$ cat src/rtl/irq_pkg.sv
package irq_pkg;
   localparam int  UNIT_LINES = 8;
   localparam int  BUS_W      = 8;
   typedef logic [BUS_W-1:0] bus_t;
   localparam bus_t CMD_EOI   = 8'h20;
   localparam bus_t MASK_RST  = 8'hFF;
endpackage

$ cat src/rtl/irq_edge_capture.sv
module irq_edge_capture #(
   parameter int         N          = 8,
   parameter int         STAGES     = 2,
   parameter logic [7:0] LEVEL_MASK = 8'h00
) (
   input  logic         clk,
   input  logic         rst_n,
   input  logic [N-1:0] raw,
   output logic [N-1:0] req
);
   if (STAGES < 2) begin : g_bad_stages
      $error("irq_edge_capture: STAGES must be at least 2");
   end

   for (genvar i = 0; i < N; i++) begin : g_bit
      if (LEVEL_MASK[i]) begin : g_level
         // internal cascade signal: already synchronous, passed as a level
         assign req[i] = raw[i];
      end else begin : g_edge
         logic [STAGES:0] sh;
         always_ff @(posedge clk or negedge rst_n) begin
            if (!rst_n) sh <= '0;
            else        sh <= {sh[STAGES-1:0], raw[i]};
         end
         assign req[i] = sh[STAGES-1] & ~sh[STAGES];
      end
   end
endmodule

$ cat src/rtl/irq_prio_pick.sv
module irq_prio_pick #(
   parameter int         N    = 8,
   parameter int         IW   = (N > 1) ? $clog2(N) : 1,
   parameter logic [7:0] CASC = 8'h00
) (
   input  logic [N-1:0]  elig,
   input  logic [N-1:0]  isr,
   output logic          present,
   output logic [IW-1:0] win,
   output logic          isr_any,
   output logic [IW-1:0] isr_top
);
   always_comb begin
      isr_any = 1'b0;
      isr_top = '0;
      for (int i = N - 1; i >= 0; i--) begin
         if (isr[i]) begin
            isr_any = 1'b1;
            isr_top = IW'(i);
         end
      end
   end

   always_comb begin
      present = 1'b0;
      win     = '0;
      for (int i = N - 1; i >= 0; i--) begin
         if (elig[i] && (!isr_any || (i < int'(isr_top)) ||
                         ((i == int'(isr_top)) && CASC[i]))) begin
            present = 1'b1;
            win     = IW'(i);
         end
      end
   end
endmodule

$ cat src/rtl/irq_unit.sv
module irq_unit
   import irq_pkg::*;
#(
   parameter int         N          = 8,
   parameter int         IW         = (N > 1) ? $clog2(N) : 1,
   parameter logic [7:0] BASE_ADDR  = 8'h20,
   parameter logic [7:0] VEC_BASE   = 8'h08,
   parameter logic [7:0] LEVEL_MASK = 8'h00,
   parameter int         STAGES     = 2
) (
   input  logic          clk,
   input  logic          rst_n,
   input  logic [N-1:0]  lines,
   input  bus_t          addr,
   input  logic          rd,
   input  logic          wr,
   input  bus_t          wdata,
   output bus_t          rdata,
   input  logic          ack,
   output logic          int_o,
   output logic [IW-1:0] win,
   output bus_t          vec,
   output logic [N-1:0]  isr_o
);
   localparam logic [N-1:0] LEV = LEVEL_MASK[N-1:0];

   if (N < 1 || N > UNIT_LINES) begin : g_bad_n
      $error("irq_unit: N out of range");
   end
   if (BASE_ADDR[0] != 1'b0) begin : g_bad_addr
      $error("irq_unit: BASE_ADDR must be even");
   end

   logic [N-1:0] req, irr_q, irr, imr_q, isr_q, clr;
   logic         present, isr_any, hit, eoi, mask_wr;
   logic [IW-1:0] isr_top;

   irq_edge_capture #(.N(N), .STAGES(STAGES), .LEVEL_MASK(LEVEL_MASK)) u_cap (
      .clk(clk), .rst_n(rst_n), .raw(lines), .req(req)
   );

   assign irr = (irr_q & ~LEV) | (req & LEV);

   irq_prio_pick #(.N(N), .IW(IW), .CASC(LEVEL_MASK)) u_pick (
      .elig(irr & ~imr_q), .isr(isr_q), .present(present), .win(win),
      .isr_any(isr_any), .isr_top(isr_top)
   );

   assign hit     = (addr[7:1] == BASE_ADDR[7:1]);
   assign eoi     = wr && hit && !addr[0] && (wdata == CMD_EOI);
   assign mask_wr = wr && hit && addr[0];
   assign clr     = (ack && present) ? (N'(1) << win) : '0;

   always_ff @(posedge clk or negedge rst_n) begin
      if (!rst_n) begin
         irr_q <= '0;
         imr_q <= MASK_RST[N-1:0];
         isr_q <= '0;
      end else begin
         irr_q <= ((irr_q & ~clr) | req) & ~LEV;
         if (mask_wr) imr_q <= wdata[N-1:0];
         isr_q <= (isr_q & ~((eoi && isr_any) ? (N'(1) << isr_top) : '0)) | clr;
      end
   end

   assign int_o = present;
   assign vec   = VEC_BASE + 8'(win);
   assign isr_o = isr_q;
   assign rdata = (hit && rd) ? (addr[0] ? 8'(imr_q) : 8'(irr)) : '0;

   a_r3_masked_never_wins: assert property (@(posedge clk) disable iff (!rst_n)
      present |-> !imr_q[win]);
   a_r7_ack_enters_service: assert property (@(posedge clk) disable iff (!rst_n)
      (ack && present) |=> isr_q[$past(win)]);
   a_r10_eoi_releases_top: assert property (@(posedge clk) disable iff (!rst_n)
      (eoi && isr_any && !(ack && present)) |=> !isr_q[$past(isr_top)]);
   a_r7_one_level_per_ack: assert property (@(posedge clk) disable iff (!rst_n)
      1'b1 |=> ($countones(isr_q) <= $countones($past(isr_q)) + 1));
endmodule

$ cat src/rtl/irq_cascade_top.sv
module irq_cascade_top
   import irq_pkg::*;
#(
   parameter logic [7:0] PRI_ADDR     = 8'h20,
   parameter logic [7:0] SEC_ADDR     = 8'hA0,
   parameter logic [7:0] PRI_VEC      = 8'h08,
   parameter logic [7:0] SEC_VEC      = 8'h70,
   parameter int         CASC_LINE    = 2,
   parameter int         LEGACY_SLOT  = 1,
   parameter int         SYNC_STAGES  = 2
) (
   input  logic        clk,
   input  logic        rst_n,
   input  logic [15:0] irq_lines,
   input  logic [7:0]  io_addr,
   input  logic        io_rd,
   input  logic        io_wr,
   input  logic [7:0]  io_wdata,
   output logic [7:0]  io_rdata,
   output logic        cpu_int,
   input  logic        int_ack,
   output logic [7:0]  ack_vector
);
   localparam int         N        = UNIT_LINES;
   localparam int         IW       = $clog2(N);
   localparam logic [7:0] CASC_BIT = 8'(1) << CASC_LINE;
   localparam logic [7:0] LEG_BIT  = 8'(1) << LEGACY_SLOT;

   if (CASC_LINE < 0 || CASC_LINE >= N || LEGACY_SLOT < 0 || LEGACY_SLOT >= N) begin : g_bad_line
      $error("irq_cascade_top: cascade or legacy slot out of range");
   end
   if (PRI_ADDR[7:1] == SEC_ADDR[7:1]) begin : g_bad_map
      $error("irq_cascade_top: unit address ranges overlap");
   end

   logic [N-1:0]  p_lines, s_lines, p_isr, s_isr;
   logic          p_int, s_int, p_ack, s_ack;
   logic [IW-1:0] p_win, s_win;
   bus_t          p_vec, s_vec, p_rdata, s_rdata;

   // legacy line redirect onto the secondary unit; cascade output onto primary
   assign s_lines = irq_lines[15:8] | (irq_lines[CASC_LINE] ? LEG_BIT : 8'h00);
   assign p_lines = (irq_lines[7:0] & ~CASC_BIT) | (s_int ? CASC_BIT : 8'h00);

   assign p_ack = int_ack && p_int;
   assign s_ack = p_ack && (p_win == IW'(CASC_LINE));

   irq_unit #(.N(N), .IW(IW), .BASE_ADDR(PRI_ADDR), .VEC_BASE(PRI_VEC),
              .LEVEL_MASK(CASC_BIT), .STAGES(SYNC_STAGES)) u_pri (
      .clk(clk), .rst_n(rst_n), .lines(p_lines), .addr(io_addr), .rd(io_rd),
      .wr(io_wr), .wdata(io_wdata), .rdata(p_rdata), .ack(p_ack), .int_o(p_int),
      .win(p_win), .vec(p_vec), .isr_o(p_isr)
   );

   irq_unit #(.N(N), .IW(IW), .BASE_ADDR(SEC_ADDR), .VEC_BASE(SEC_VEC),
              .LEVEL_MASK(8'h00), .STAGES(SYNC_STAGES)) u_sec (
      .clk(clk), .rst_n(rst_n), .lines(s_lines), .addr(io_addr), .rd(io_rd),
      .wr(io_wr), .wdata(io_wdata), .rdata(s_rdata), .ack(s_ack), .int_o(s_int),
      .win(s_win), .vec(s_vec), .isr_o(s_isr)
   );

   assign cpu_int    = p_int;
   assign io_rdata   = p_rdata | s_rdata;
   assign ack_vector = !p_int ? (PRI_VEC + 8'(N - 1)) :
                       (p_win == IW'(CASC_LINE)) ? s_vec : p_vec;

   a_r11_spurious_quiet: assert property (@(posedge clk) disable iff (!rst_n)
      (int_ack && !cpu_int) |=> (p_isr == $past(p_isr)) && (s_isr == $past(s_isr)));
   a_r1_cascade_ack_pairs: assert property (@(posedge clk) disable iff (!rst_n)
      (int_ack && cpu_int && (p_win == IW'(CASC_LINE))) |-> s_int);
   a_r1_secondary_vector_range: assert property (@(posedge clk) disable iff (!rst_n)
      (int_ack && cpu_int && (p_win == IW'(CASC_LINE))) |-> (ack_vector[7:3] == SEC_VEC[7:3]));
endmodule

$ cat config.mk
export PLATFORM = sky130hd
export DESIGN_NAME = irq_cascade_top
export DESIGN_NICKNAME = d
export VERILOG_FILES = /design/src/rtl/irq_pkg.sv /design/src/rtl/irq_edge_capture.sv /design/src/rtl/irq_prio_pick.sv /design/src/rtl/irq_unit.sv /design/src/rtl/irq_cascade_top.sv
export SDC_FILE = /design/constraint.sdc
export NUM_CORES = 1
export LEC_CHECK = 0
export ABC_CLOCK_PERIOD_IN_PS = 3100
export BUFFER_PORTS_ARGS = -buffer_cell sky130_fd_sc_hd__buf_2
export CAP_MARGIN = 25
export CORE_MARGIN = 2
export CORE_UTILIZATION = 50
export DETAILED_ROUTE_END_ITERATION = 8
export GPL_TIMING_DRIVEN = 0
export PLACE_DENSITY = 0.73
export SLEW_MARGIN = 30
export SYNTH_ARGS = -nofsm -noshare
export SYNTH_HDL_FRONTEND = slang
export SYNTH_SLANG_ARGS = --single-unit
$ cat constraint.sdc
create_clock -name clk -period 3.1 [get_ports clk]
set_clock_uncertainty 0.15 [all_clocks]
set_input_delay 0.31 -clock clk [delete_from_list [all_inputs] [get_ports clk]]
set_output_delay 0.31 -clock clk [all_outputs]
set_load 0.02 [all_outputs]
After elaboration in Yosys (flattened, before gate mapping)
Index checks and enable logic that the tools add are counted.

operators by class
  add/sub/neg operators = 2
  $mul = 0
  divide/modulo/power cells = 0
  order comparisons = 14
  equality and inequality tests = 5
  shifts and indexed selects = 4
  mux-type cells = 76
  bitwise operators = 50
  reductions and logical operators = 50

operators by type and width
  cell                   count
  $mux W3                33
  $mux W8                10
  $and A8 B8 Y8          6
  $not A8 Y8             6
  $or A8 B8 Y8           5
  $logic_and A1 B1 Y1    32
  $mux W1                32
  $shl A1 B3 Y8 const A  4
  $lt A3 B3 Y1 const A   6
  $or A8 B3 Y8           2
  $and A1 B1 Y1          15
  $logic_or A1 B1 Y1     15
  $not A1 Y1             15
  $lt A1 B3 Y1 const A   4
  $lt A2 B3 Y1 const A   4
  $add A7 B3 Y8 const A  1
  $eq A8 B6 Y1 const B   1
  $or A8 B2 Y8           1
  $eq A7 B5 Y1 const B   1
  $eq A7 B7 Y1 const B   1
  $add A4 B3 Y5 const A  1
  $eq A3 B2 Y1 const B   1
  $eq A3 B3 Y1 const A   1
  $logic_not A1 Y1       3
  $mux W2                1

word-level totals
  register bits after elaboration = 92
  bits in latches = 0
  bits in writable memories = 0
  memory bits (read-only) = 0
  input bits = 37
  output and inout port bits = 17
  logic and storage cells = 222
  memories kept = 0

Longest topological paths before layout
  depth in word-level cells = 38
  depth in mapped cells = 10
  depth with buffers taken out = 7

Modules after synthesis
Synthesis repeated with hierarchy kept, for this count alone.

unflattened totals
  cell total of the unflattened synthesis = 439
  area, all modules = 4,773.3 um2

by module, submodules not included
  module                          instances  cells each  area each (um2)  sequential area each (um2)
  irq_unit (u_sec)                1          128         1,313.8          610.6
  irq_unit (u_pri)                1          119         1,233.7          585.6
  irq_edge_capture (u_sec.u_cap)  1          32          710.7            600.6
  irq_edge_capture (u_pri.u_cap)  1          29          629.4            525.5
  irq_prio_pick (u_sec.u_pick)    1          47          321.6            0.0
  irq_prio_pick (u_pri.u_pick)    1          46          306.5            0.0
  irq_cascade_top                 1          38          257.7            0.0

Worst setup path before layout
No wires, ideal clock.

  path type = register to output
  from = reg u_sec.isr_q[0] (netlist: u_sec.isr_o[0])
  to = out io_rdata[2]
  arrival time = 2.552 ns
  data required time = 2.640 ns
  path slack = 0.088 ns
  cell stages (with the launch flop) = 10
  path buffers = 3
  cells stage by stage = dfrtp_1 > buf_6 > or4_4 > buf_6 > or3_1 > buf_2 > a221o_1 > nand3_1 > mux4_2 > nor2b_1

between the ends
  word-level cells in the longest chain between the ends = 17
  elaborated cells on any way between the ends = 39
  those cells by class = order compare (7); mux (13); bitwise (3); reduce/logical (16)

RTL lines
  what                                                              line                   RTL
  from (decl)                                                       irq_unit.sv:34         logic [N-1:0] req, irr_q, irr, imr_q, isr_q, clr;
  from (signal assigned)                                            irq_unit.sv:62         isr_q <= (isr_q & ~((eoi && isr_any) ? (N'(1) << isr_top) : '0)) | clr;
  $mux W3 / $mux W1 (equally long branches)                         irq_prio_pick.sv:17    if (isr[i]) begin
  $lt A3 B3 Y1 / $logic_not A1 Y1 (equally long branches)           irq_prio_pick.sv:28    if (elig[i] && (!isr_any || (i < int'(isr_top)) ||
  $logic_or A1 B1 Y1 / $logic_and A1 B1 Y1 (equally long branches)  irq_prio_pick.sv:28
  $logic_and A1 B1 Y1 / $mux W1 (equally long branches)             irq_prio_pick.sv:28
  $mux W1 (6 in a row)                                              irq_prio_pick.sv:28
  $mux W1 (*)                                                       irq_prio_pick.sv:28
  $mux W3 (*)                                                       irq_cascade_top.sv:43  assign p_lines = (irq_lines[7:0] & ~CASC_BIT) | (s_int ? CASC_BIT : 8'h00);
  $or A8 B3 Y8 (*)                                                  irq_cascade_top.sv:43
  $or A8 B3 Y8 (*)                                                  irq_unit.sv:42         assign irr = (irr_q & ~LEV) | (req & LEV);
  $mux W8 (*) (2 in a row)                                          irq_unit.sv:69         assign rdata = (hit && rd) ? (addr[0] ? 8'(imr_q) : 8'(irr)) : '0;
  $or A8 B8 Y8 (*)                                                  irq_cascade_top.sv:63  assign io_rdata = p_rdata | s_rdata;
  to (decl)                                                         irq_cascade_top.sv:19  output logic [7:0] io_rdata,

Mark *: on every way between the ends. The rest lies on a longest branch, timed or not.

Worst setup path in the final report
  from = reg u_sec.isr_q[0] (netlist: u_sec.isr_o[0])
  to = out ack_vector[2]

between the ends
  word-level cells in the longest chain between the ends = 22
  elaborated cells on any way between the ends = 57
  those cells by class = add/sub (2); order compare (7); eq/ne (1); mux (27); bitwise (3); reduce/logical (17)

RTL lines
  what                                                              line                                   RTL
  $mux W3 / $mux W1 (equally long branches)                         irq_prio_pick.sv:17
  $lt A3 B3 Y1 / $logic_not A1 Y1 (equally long branches)           irq_prio_pick.sv:28
  $logic_or A1 B1 Y1 / $logic_and A1 B1 Y1 (equally long branches)  irq_prio_pick.sv:28
  $logic_and A1 B1 Y1 / $mux W1 (equally long branches)             irq_prio_pick.sv:28
  $mux W1 (7 in a row)                                              irq_prio_pick.sv:28
  $mux W3                                                           irq_cascade_top.sv:43
  $or A8 B3 Y8                                                      irq_cascade_top.sv:43
  $or A8 B3 Y8                                                      irq_unit.sv:42
  $and A8 B8 Y8                                                     irq_unit.sv:45                         .elig(irr & ~imr_q), .isr(isr_q), .present(present), .win(win),
  $logic_and A1 B1 Y1                                               irq_prio_pick.sv:28
  $mux W3 (3 in a row)                                              irq_prio_pick.sv:28
  $add A4 B3 Y5 / $eq A3 B2 Y1 (equally long branches)              irq_unit.sv:67, irq_cascade_top.sv:65
  $mux W8                                                           irq_cascade_top.sv:65                  (p_win == IW'(CASC_LINE)) ? s_vec : p_vec;
  $mux W8 (*)                                                       irq_cascade_top.sv:64                  assign ack_vector = !p_int ? (PRI_VEC + 8'(N - 1)) :
  to (decl)                                                         irq_cascade_top.sv:22                  output logic [7:0] ack_vector

Marks and branches as above.

==> flow_summary.toml <==
[sta]
fin_crit_sh = 1.05
max_freq_ghz = 0.307
fin_tns_setup_ns = -0.845
setup_ws_ns = -0.153
min_period_ns = 3.25
slew_viol_final = 0
tightest_slew_ns = 0.702
whs_ns = 0.0661
hold_viol = 0
finalSetupViolations = 9
rsz0062_at_grt = "yes"
max_slew_margin = 0.528

[die]
die_y_um = 93.8
core_um2 = 7770
ioPinCount = 54
die_w_um = 93.8
rows = 32
fp.dieArea_um2 = 8790
initial_core_util = 0.519

[layout]
fillerInstances = 587
multi_input_area_um2 = 1680
final_common_cell = "dfrtp_1"
fin_area_um2 = 5170
fin_cells = 553
ff_latch_area_um2 = 2320
layout_common_cells = "74 x dfrtp_1, 42 x buf_2, 26 x inv_1"
syn_to_final_growth_pct = 28.4
fin_util = 0.666
diodes = 0
layout.nets = 483
drive_gt1_frac = 0.364

[cts]
clock_latency_ns = 0.37
numCtsBuffers = 9
clk_pin_slew_ns = 0.08
cts_root_buf = "clkbuf_8"
cts_tree = "done"
clockBufferDepth = 2
h-tree-depth = 3
clock_sinks = 92

[detailed_routing]
route.detailed.drc = 0
dr.pass1.iters = 4
vias = 3054
wl_per_cell_um = 16.2
via_per_inst = 5.52
drt_iter0_markers = 177
ant_nets = 0
wl_um = 8930

[grt]
grt_max_degree = 65
grt_pass1_vias = 2989
antenna_found_initial = 0
grt_pass1_wl_um = 14400
grt-ovfl-total = 0
grt_usage = 0.218

[power_and_ir_drop]
seq_power_share = 0.570
vdd_drop_max_mv = 0.371
sw_frac_of_total = 0.218
internal_power_mw = 1.74
power_frac_comb = 0.066
total_power_mw = 2.22
power-per-cell-area_nw_per_um2 = 430
leakagePower_nw = 2.41
power.net_switching_mw = 0.485
power_frac_clock = 0.364

[placement]
dp_worst_setup_slack_ns = -0.213
place_congestion = 0.874
io_buffers = 52
dpl-instance-area_um2 = 4450
dp.cells = 499
dp_hpwl_um = 6000

[setup_path]
r2r_slack_ns = -0.05
r2r_cells = 11
cp_num_buf_inv = 2
end_kind = "output port"
cp_slowest_cell = "or4_4"
worstPathCellList = "or4_4, or3_1, buf_6, a221o_1, a21oi_1, a21oi_1, nor2_1, buf_4"
worstPathMaxFanout = 4
r2r-start = "u_sec.imr_q[0]"
crit_family = "simple AND/OR/NAND/NOR gates"
cp.arrival_ns = 2.79
worstPathRequired_ns = 2.64
max_stage_delay_ns = 0.56
startpoint_type = "register"
reg2reg_to = "u_pri.irr_q[3]"
crit_top_cell = "a21oi_1"
critical_path_class = "reg -> out"

[run_status]
outcome = "finished with violations"
violations = "setup timing"

[logic_synthesis]
synth_ff_type = "dfrtp_1"
synth_edf_count = 0
yosysSeqAreaShare = 0.576
yosysWarnings = 0
async_flop_share = 1.00
netlist_instances = 344
syn-cell-area_um2 = 4030
synth_area_per_cell_um2 = 11.7
ys_ff_latch = 92
synth_cell_types = 58
syn_nets = 381

[worst_hold_path]
hp-class = "in -> reg"
hold_path_end = "u_pri.imr_q[0]"
hp-start = "io_wdata[0]"
min_path_cells = 2

[job]
cap_violations = 0
[area by class of cell]
| type | count | area share |
|---|---|---|
| Clock buffer | 12 | 0.0300 |
| Clock inverter | 4 | 0.00919 |
| Inverter | 26 | 0.0189 |
| Multi-Input combinational cell | 217 | 0.324 |
| Buffer | 7 | 0.00871 |
| Sequential cell | 92 | 0.449 |
| Tap cell | 102 | 0.0247 |
| Timing Repair Buffer | 93 | 0.135 |
[Yosys cell counts (7+ instances only)]
cell type  number  area, um2
dfrtp_1        76       1900
inv_1          26       97.6
nand2_1        25       93.8
nor2_1         23       86.3
o21ai_0        21        105
dfstp_2        16        420
mux2_2         15        169
nand2b_1       14       87.6
nor2b_1        14       87.6
mux4_2          8        180
o31ai_1         8       60.1
a22o_1          7       61.3
nand4_1         7       43.8
[layer usage]
metal	part of all wire	global-route usage	wire [um]	up-vias
met3	0.058	0.0482	520	25
met1	0.45	0.310	4040	1485
met4	0.031	0.0942	276	0
met2	0.46	0.324	4100	121
met5	0	0	0	-
li1	-	-	-	1423
[kinds of logic (layout without fill, tap and decap cells)]
group | count (synthesis) | after routing | share of synthesized area
AOI/OAI and AO/OA | 71 | 71 | 0.130
buffers and inverters | 35 | 142 | 0.0394
DFF | 92 | 92 | 0.576
muxes | 23 | 23 | 0.0866
other | 1 | 1 | 0.000931
and+or+nand+nor | 122 | 122 | 0.166
[power by group through the flow]
stage / combinational (mW) / clock [mW] / sequential (mW)
3_5_place_dp: 0.122 / 0 / 1.29
2_1_floorplan: 0.0574 / 0 / 1.28
3_3_place_gp: 0.114 / 0 / 1.29
5_1_grt: 0.163 / 0.880 / 1.27
4_1_cts: 0.144 / 0.828 / 1.27
6_report: 0.146 / 0.810 / 1.27
[flip-flops by register name, summed over array words and instances, names as in the netlist]
register                     flops
u_pri.imr_q                      8
u_pri.irr_q                      7
u_pri.isr_o                      8
u_pri.u_cap.g_bit.g_edge.sh     21
u_sec.imr_q                      8
u_sec.irr                        8
u_sec.isr_o                      8
u_sec.u_cap.g_bit.g_edge.sh     24
[worst register-to-register path, stage by stage (launching register included)]
cell	delay (ns)
dfstp_2	0.56
nand2b_4	0.15
a21oi_1	0.10
or2_4	0.26
o31a_4	0.40
a211o_4	0.35
buf_4	0.14
buf_4	0.13
buf_4	0.13
buf_4	0.13
or3b_4	0.38
a22o_1	0.18
[worst max path at each step]
stage / endpoint / start / depth (start not counted)
2_1_floorplan: io_rdata[2] / u_sec.isr_o[0] / 9
4_1_cts: ack_vector[2] / u_sec.isr_o[0] / 10
3_5_place_dp: ack_vector[1] / u_sec.isr_o[1] / 9
6_report: ack_vector[2] / u_sec.isr_o[0] / 8
5_1_grt: ack_vector[0] / u_sec.isr_o[6] / 8
3_3_place_gp: ack_vector[1] / u_sec.isr_o[1] / 9
[repair_timing]
action | CTS | global route
hold endpoints to repair | 66 | 0
setup endpoints to repair | 9 | 17
hold buffers | 17 | 0
pin swaps | 12 | 10
cloned | 0 | 0
buffers inserted | 15 | 8
resized for setup | 32 | 18
Power figures use the tool's default switching activity.
